**config.mk**
```make
export PLATFORM = sky130hd
export DESIGN_NAME = perf_counter_unit
export DESIGN_NICKNAME = d
export VERILOG_FILES = /design/src/rtl/pcu_pkg.sv /design/src/rtl/pcu_bitreg.sv /design/src/rtl/pcu_ctrl.sv /design/src/rtl/pcu_evt_cnt.sv /design/src/rtl/perf_counter_unit.sv
export SDC_FILE = /design/constraint.sdc
export NUM_CORES = 1
export LEC_CHECK = 0
export CAP_MARGIN = 20
export CORE_ASPECT_RATIO = 0.9
export CORE_UTILIZATION = 52
export CTS_CLUSTER_SIZE = 25
export DETAILED_ROUTE_END_ITERATION = 6
export GPL_TIMING_DRIVEN = 0
export PLACE_DENSITY = 0.71
export SYNTH_ARGS = -nofsm -noshare
export SYNTH_HDL_FRONTEND = slang
export SYNTH_SLANG_ARGS = --single-unit
```
**constraint.sdc**
```tcl
create_clock -name clk_i -period 4.67 [get_ports clk_i]
set_input_delay 0.934 -clock clk_i [delete_from_list [all_inputs] [get_ports clk_i]]
set_output_delay 0.934 -clock clk_i [all_outputs]
set_load 0.02 [all_outputs]
```
**src/rtl/pcu_pkg.sv**
```systemverilog
package pcu_pkg;
  localparam int CYC_W = 64;
  localparam int CTRL_W = 6;
  localparam int SEL_W = 5;
  localparam int NFIELD_LSB = 11;

  typedef enum logic [3:0] {
    A_CTRL    = 4'd0,
    A_SEL     = 4'd1,
    A_ETYPE   = 4'd2,
    A_ECNT    = 4'd3,
    A_CEN_SET = 4'd4,
    A_CEN_CLR = 4'd5,
    A_IEN_SET = 4'd6,
    A_IEN_CLR = 4'd7,
    A_OVF_SET = 4'd8,
    A_OVF_CLR = 4'd9,
    A_CYC_LO  = 4'd10,
    A_CYC_HI  = 4'd11,
    A_USER    = 4'd12
  } reg_addr_e;
endpackage

```
**src/rtl/pcu_bitreg.sv**
```systemverilog
module pcu_bitreg #(
  parameter int W = 4
) (
  input  logic         clk_i,
  input  logic         rst_ni,
  input  logic [W-1:0] set_i,
  input  logic [W-1:0] clr_i,
  output logic [W-1:0] q_o
);
  // set beats clear so a same-cycle hardware event is never lost
  always_ff @(posedge clk_i or negedge rst_ni) begin
    if (!rst_ni) q_o <= '0;
    else         q_o <= (q_o & ~clr_i) | set_i;
  end
endmodule

```
**src/rtl/pcu_ctrl.sv**
```systemverilog
module pcu_ctrl
  import pcu_pkg::*;
#(
  parameter int DIV_LOG2 = 6
) (
  input  logic              clk_i,
  input  logic              rst_ni,
  input  logic              wr_i,
  input  logic [CTRL_W-1:0] wdata_i,
  output logic              en_o,
  output logic              evt_clr_o,
  output logic [CTRL_W-1:0] ctrl_rd_o,
  output logic [CYC_W-1:0]  cyc_o
);
  logic              div_q;
  logic [1:0]        spare_q;
  logic [DIV_LOG2-1:0] pre_q;
  logic              cyc_clr;

  assign evt_clr_o = wr_i & wdata_i[1];
  assign cyc_clr   = wr_i & wdata_i[2];
  assign ctrl_rd_o = {spare_q, div_q, 2'b00, en_o};

  always_ff @(posedge clk_i or negedge rst_ni) begin
    if (!rst_ni) begin
      en_o    <= 1'b0;
      div_q   <= 1'b0;
      spare_q <= 2'b00;
    end else if (wr_i) begin
      en_o    <= wdata_i[0];
      div_q   <= wdata_i[3];
      spare_q <= wdata_i[5:4];
    end
  end

  always_ff @(posedge clk_i or negedge rst_ni) begin
    if (!rst_ni) begin
      cyc_o <= '0;
      pre_q <= '0;
    end else if (cyc_clr) begin
      cyc_o <= '0;
      pre_q <= '0;
    end else if (en_o) begin
      if (!div_q) begin
        cyc_o <= cyc_o + 1'b1;
      end else begin
        pre_q <= pre_q + 1'b1;
        if (&pre_q) cyc_o <= cyc_o + 1'b1;
      end
    end
  end
endmodule

```
**src/rtl/pcu_evt_cnt.sv**
```systemverilog
module pcu_evt_cnt #(
  parameter int NUM_EVT = 16,
  parameter int TYPE_W  = 8,
  parameter int CNT_W   = 32
) (
  input  logic               clk_i,
  input  logic               rst_ni,
  input  logic               en_i,
  input  logic               clr_i,
  input  logic               wr_type_i,
  input  logic               wr_cnt_i,
  input  logic [CNT_W-1:0]   wdata_i,
  input  logic [NUM_EVT-1:0] evt_i,
  output logic [TYPE_W-1:0]  type_o,
  output logic [CNT_W-1:0]   cnt_o,
  output logic               wrap_o
);
  logic hit, inc;

  always_comb begin
    hit = 1'b0;
    for (int k = 0; k < NUM_EVT; k++)
      if (type_o == TYPE_W'(k)) hit = evt_i[k];
  end

  assign inc    = en_i & hit;
  assign wrap_o = inc & (&cnt_o) & ~clr_i & ~wr_cnt_i;

  always_ff @(posedge clk_i or negedge rst_ni) begin
    if (!rst_ni)        type_o <= '0;
    else if (wr_type_i) type_o <= wdata_i[TYPE_W-1:0];
  end

  always_ff @(posedge clk_i or negedge rst_ni) begin
    if (!rst_ni)       cnt_o <= '0;
    else if (clr_i)    cnt_o <= '0;
    else if (wr_cnt_i) cnt_o <= wdata_i;
    else if (inc)      cnt_o <= cnt_o + 1'b1;
  end
endmodule

```
**src/rtl/perf_counter_unit.sv**
```systemverilog
module perf_counter_unit
  import pcu_pkg::*;
#(
  parameter int NUM_CNT  = 4,
  parameter int NUM_EVT  = 16,
  parameter int TYPE_W   = 8,
  parameter int DIV_LOG2 = 6
) (
  input  logic               clk_i,
  input  logic               rst_ni,
  input  logic               req_i,
  input  logic               we_i,
  input  logic [3:0]         addr_i,
  input  logic [31:0]        wdata_i,
  output logic [31:0]        rdata_o,
  input  logic [NUM_EVT-1:0] evt_i,
  output logic               irq_o
);
  localparam int IDX_W = (NUM_CNT > 1) ? $clog2(NUM_CNT) : 1;
  localparam logic [SEL_W-1:0] NUM_L = SEL_W'(NUM_CNT);

  logic               wr;
  logic               en_q, evt_clr;
  logic [CTRL_W-1:0]  ctrl_rd;
  logic [CYC_W-1:0]   cyc_q;
  logic [SEL_W-1:0]   sel_q;
  logic               sel_ok;
  logic [IDX_W-1:0]   sel_idx;
  logic [3:0]         user_q;
  logic [NUM_CNT-1:0] cen_q, ien_q, ovf_q, wrap;
  logic [TYPE_W-1:0]  type_q [NUM_CNT];
  logic [31:0]        cnt_q  [NUM_CNT];
  logic [NUM_CNT-1:0] wmask;

  assign wr      = req_i & we_i;
  assign wmask   = wdata_i[NUM_CNT-1:0];
  assign sel_ok  = sel_q < NUM_L;
  assign sel_idx = sel_q[IDX_W-1:0];

  pcu_ctrl #(.DIV_LOG2(DIV_LOG2)) u_ctrl (
    .clk_i     (clk_i),
    .rst_ni    (rst_ni),
    .wr_i      (wr && addr_i == A_CTRL),
    .wdata_i   (wdata_i[CTRL_W-1:0]),
    .en_o      (en_q),
    .evt_clr_o (evt_clr),
    .ctrl_rd_o (ctrl_rd),
    .cyc_o     (cyc_q)
  );

  always_ff @(posedge clk_i or negedge rst_ni) begin
    if (!rst_ni) begin
      sel_q  <= '0;
      user_q <= '0;
    end else if (wr) begin
      if (addr_i == A_SEL)  sel_q  <= wdata_i[SEL_W-1:0];
      if (addr_i == A_USER) user_q <= wdata_i[3:0];
    end
  end

  for (genvar i = 0; i < NUM_CNT; i++) begin : g_cnt
    logic hit_sel;
    assign hit_sel = sel_ok && (sel_q == SEL_W'(i));
    pcu_evt_cnt #(.NUM_EVT(NUM_EVT), .TYPE_W(TYPE_W), .CNT_W(32)) u_cnt (
      .clk_i     (clk_i),
      .rst_ni    (rst_ni),
      .en_i      (en_q & cen_q[i]),
      .clr_i     (evt_clr),
      .wr_type_i (wr && addr_i == A_ETYPE && hit_sel),
      .wr_cnt_i  (wr && addr_i == A_ECNT && hit_sel),
      .wdata_i   (wdata_i),
      .evt_i     (evt_i),
      .type_o    (type_q[i]),
      .cnt_o     (cnt_q[i]),
      .wrap_o    (wrap[i])
    );
  end

  pcu_bitreg #(.W(NUM_CNT)) u_cen (
    .clk_i (clk_i), .rst_ni (rst_ni),
    .set_i ((wr && addr_i == A_CEN_SET) ? wmask : '0),
    .clr_i ((wr && addr_i == A_CEN_CLR) ? wmask : '0),
    .q_o   (cen_q)
  );

  pcu_bitreg #(.W(NUM_CNT)) u_ien (
    .clk_i (clk_i), .rst_ni (rst_ni),
    .set_i ((wr && addr_i == A_IEN_SET) ? wmask : '0),
    .clr_i ((wr && addr_i == A_IEN_CLR) ? wmask : '0),
    .q_o   (ien_q)
  );

  pcu_bitreg #(.W(NUM_CNT)) u_ovf (
    .clk_i (clk_i), .rst_ni (rst_ni),
    .set_i (wrap | ((wr && addr_i == A_OVF_SET) ? wmask : '0)),
    .clr_i ((wr && addr_i == A_OVF_CLR) ? wmask : '0),
    .q_o   (ovf_q)
  );

  assign irq_o = |(ovf_q & ien_q);

  always_comb begin
    rdata_o = '0;
    case (addr_i)
      A_CTRL: begin
        rdata_o[CTRL_W-1:0] = ctrl_rd;
        rdata_o[NFIELD_LSB +: SEL_W] = NUM_L;
      end
      A_SEL:     rdata_o[SEL_W-1:0] = sel_q;
      A_ETYPE:   if (sel_ok) rdata_o[TYPE_W-1:0] = type_q[sel_idx];
      A_ECNT:    if (sel_ok) rdata_o = cnt_q[sel_idx];
      A_CEN_SET, A_CEN_CLR: rdata_o[NUM_CNT-1:0] = cen_q;
      A_IEN_SET, A_IEN_CLR: rdata_o[NUM_CNT-1:0] = ien_q;
      A_OVF_SET, A_OVF_CLR: rdata_o[NUM_CNT-1:0] = ovf_q;
      A_CYC_LO:  rdata_o = cyc_q[31:0];
      A_CYC_HI:  rdata_o = cyc_q[63:32];
      A_USER:    rdata_o[3:0] = user_q;
      default:   rdata_o = '0;
    endcase
  end
endmodule

```
==> results.sh <==
export IMPL_drive_gt1_share_pct=9.52
export IMPL_grtUsageTotal_pct=36.8
export IMPL_vias=14938
export IMPL_synth_top_area_share_pct=40.4
export IMPL_die_w_um=186
export IMPL_worst_pin_slew_ns=1.08
export IMPL_avgSynthCellArea_um2=9.18
export IMPL_yosys_area_top_type="dfrtp_1"
export IMPL_hpwl_mm=42.4
export IMPL_yosysMostFrequentCell="dfrtp_1"
export IMPL_period_share_pct=98.2
export IMPL_skew_ns=0.0107
export IMPL_antenna_cells=0
export IMPL_totalWireLength_mm=56.3
export IMPL_crit_buf_inv=5
export IMPL_antenna_found_initial=1
export IMPL_clkSinkCount=255
export IMPL_cp_endpoint="rdata_o[13]"
export IMPL_cp_depth=9
export IMPL_rows=60
export IMPL_wl_met2_mm=24.3
export IMPL_synthTopCellsByArea="dfrtp_1, mux4_2, xor2_1"
export IMPL_status="finished with violations"
export IMPL_p_leak_nw=7.51
export IMPL_synth_seq_cells=255
export IMPL_ys_warn_count=0
export IMPL_cts_tree="built"
export IMPL_async_reset_ff_share_pct=100
export IMPL_rsz0062_at_grt="false"
export IMPL_required_ns=3.74
export IMPL_ys_types=73
export IMPL_postSynthCellCount=1722
export IMPL_synth_edff_count=0
export IMPL_drv_slew=0
export IMPL_fp_dieH_um=167
export IMPL_path_class="primary input to output pin"
export IMPL_dieArea_um2=31100
export IMPL_final_nets=1903
export IMPL_period_minus_slack_ns=4.59
export IMPL_synthFlopType="dfrtp_1"
export IMPL_slew_headroom_pct=27.2
export IMPL_cp_end_kind="output pin"
export IMPL_drv_cap=0
export IMPL_finalSetupViolations=0
export IMPL_highest_layer="met5"
export IMPL_critPathTopFamily="buffers and inverters"
export IMPL_final_hold_viol_count=0
export IMPL_stdcell_count=2263
export IMPL_worst_r2r_endpoint="g_cnt[0].u_cnt.cnt_o[16]"
export IMPL_ir_drop_v=0.000246
export IMPL_crit_arrival_ns=3.65
export IMPL_synthToLayoutAreaGrowth_pct=14.9
export IMPL_ant_nets=0
export IMPL_synth_nets=1784
export IMPL_worstPathCellList="clkdlybuf4s50_1 -> nand2_1 -> and3b_1 -> clkbuf_2 -> clkbuf_4 -> clkbuf_2 -> nand2_1 -> o21ai_0 -> clkdlybuf4s50_1"
export IMPL_hold_worst_slack_ns=0.300
export IMPL_io_pins=89
export IMPL_path_clk_slew_ns=0.06
export IMPL_cp_startpoint="addr_i[1]"
export IMPL_gp_congestion=1.02
export IMPL_worstSetupStartpointType="primary input"
export IMPL_reg2reg_depth=9
export IMPL_ys_seq_area_share_pct=40.4
export IMPL_max_freq_mhz=218
export IMPL_grt_max_degree=123
export IMPL_p_per_area_nw_per_um2=352
export IMPL_avgViaCountPerCell=6.60
export IMPL_drcViolationCount=16
export IMPL_core_area_um2=29900
export IMPL_cts_root_buffer="clkbuf_16"
export IMPL_max_stage_delay_ns=0.65
export IMPL_place_area_um2=17200
export IMPL_grt_pass1_vias=14287
export IMPL_gr_total_overflow=0
export IMPL_grt_pass1_wl_mm=85.9
export IMPL_violations="design-rule violations"
export IMPL_clk_latency_ns=0.57
export IMPL_wl_met3_mm=7.24
export IMPL_synthesis_area_um2=15800
export IMPL_placed_cells=2213
export IMPL_first_pass_iters=7
export IMPL_cts_buffers=28
export IMPL_r2r_slack_ns=1.07
export IMPL_io_buffers=85
export IMPL_ctsHoldBuffers=0
export IMPL_path_max_fanout=10
export IMPL_final_area_um2=18200
export IMPL_start_util_pct=52.9
export IMPL_p_total_mw=6.40
export IMPL_synth_commonest_cells="dfrtp_1, nand2_1, o21ai_0, nor2_1, a21oi_1"
export IMPL_met1Wirelength_mm=22.9
export IMPL_reg2reg_from="g_cnt[0].u_cnt.type_o[0]"
export IMPL_wl_per_cell_um=24.9
export IMPL_cts_buffer_depth=3
export IMPL_h_tree_depth=1
export IMPL_cp_slowest_cell="clkdlybuf4s50_1"
export IMPL_drt_iter0_drc=2134
export IMPL_holdCritPathClass="primary input to asynchronous set/reset pin"
==> cells in the final DEF (no fill, tap or decap), types with 7 or more instances in the layout <==
cell	instances
nor3_1	44
xor2_1	102
nor2_1	124
buf_2	7
a222oi_1	27
nor3b_1	8
and2_1	19
and3_1	60
nand3_1	100
dfrtp_1	255
nor4_1	29
mux4_2	48
clkbuf_16	29
mux2i_1	21
a21oi_1	105
o22ai_1	9
xnor2_1	65
buf_1	7
o21ai_0	134
or3_1	9
mux2_2	40
nand4_1	59
clkbuf_2	15
clkbuf_1	89
clkdlybuf4s50_1	84
and4_1	12
a211oi_1	11
nand2_1	168
o211ai_1	10
inv_1	52
==> metal layers <==
metal | up-vias | track usage (%)
li1 | 6543 | -
met1 | 7275 | 52.7
met2 | 981 | 54.5
met3 | 137 | 10.0
met4 | 2 | 10.7
met5 | - | 0
==> per-stage QoR <==
step                utilization [%]  TNS (ns)  worst slack (ns)
finish                         60.8         0            0.0824
global route                   60.8         0           0.00721
CTS                            60.7  -0.00630          -0.00630
detailed placement             57.7     -9.58            -0.491
global placement               57.5  -2193.79             -8.60
floorplan                         -         0              1.24
==> flip-flops by register name, summed over array words and instances, names as in the netlist, 2 cells and up <==
signal              flops
g_cnt.u_cnt.cnt_o     128
u_ctrl.cyc_o           64
g_cnt.u_cnt.type_o     32
u_ctrl.pre_q            6
sel_q                   5
u_cen.q_o               4
u_ien.q_o               4
u_ovf.q_o               4
user_q                  4
u_ctrl.spare_q          2
==> layout make-up <==
| class | count | area (µm²) |
|---|---|---|
| clock buffers | 41 | 821 |
| flip-flops and latches | 255 | 6380 |
| clock inverters | 8 | 70.1 |
| inverters | 53 | 199 |
| plain buffers | 115 | 484 |
| repair buffers | 89 | 923 |
| well taps | 403 | 504 |
| multi-input cells | 1299 | 8790 |
| fillers | 2647 | 11700 |
==> worst min path at each step <==
| stage | start | end | slack, ns | cells after the start |
|---|---|---|---|---|
| 2_1_floorplan | u_ctrl.spare_q[0] | u_ctrl.spare_q[0] | 0.45 | 2 |
| 3_3_place_gp | u_ctrl.spare_q[0] | u_ctrl.spare_q[0] | 0.48 | 2 |
| 3_5_place_dp | u_ctrl.spare_q[0] | u_ctrl.spare_q[0] | 0.50 | 2 |
| 4_1_cts | rst_ni | u_ctrl.cyc_o[3] | 0.32 | 1 |
| 5_1_grt | rst_ni | u_ctrl.pre_q[2] | 0.34 | 1 |
| 6_report | rst_ni | u_ctrl.pre_q[2] | 0.30 | 1 |
==> kinds of logic (layout without fill, tap and decap cells) <==
kind of cell / Yosys count / in the layout / share of synthesized area [%]
muxes: 109 / 109 / 11.0
and+or+nand+nor: 664 / 664 / 21.1
AOI/OAI and AO/OA: 353 / 353 / 13.7
adders and majority gates: 6 / 6 / 0.475
buffers and inverters: 168 / 306 / 4.10
xor gates and xnor gates: 167 / 167 / 9.25
DFF: 255 / 255 / 40.4
==> worst reg2reg max path, stage by stage, from the launching register on <==
cell,delay [ns]
dfrtp_1,0.35
clkbuf_1,0.46
mux2i_1,0.38
o221ai_1,0.18
o221a_2,0.30
o21ai_1,0.64
clkbuf_1,0.54
nand2_1,0.19
a311oi_1,0.32
nor3_1,0.08
==> report_power, final <==
group,internal [mW],total [mW],switching [mW]
clock network,1.26,2.22,0.953
logic,0.572,1.31,0.742
registers,2.48,2.87,0.397
==> repair_timing <==
action,CTS,global route
gates resized for setup,17,13
setup buffers,0,0
endpoints found under the setup margin,31,27
Note: power is estimated with default switching activity, not from simulation.
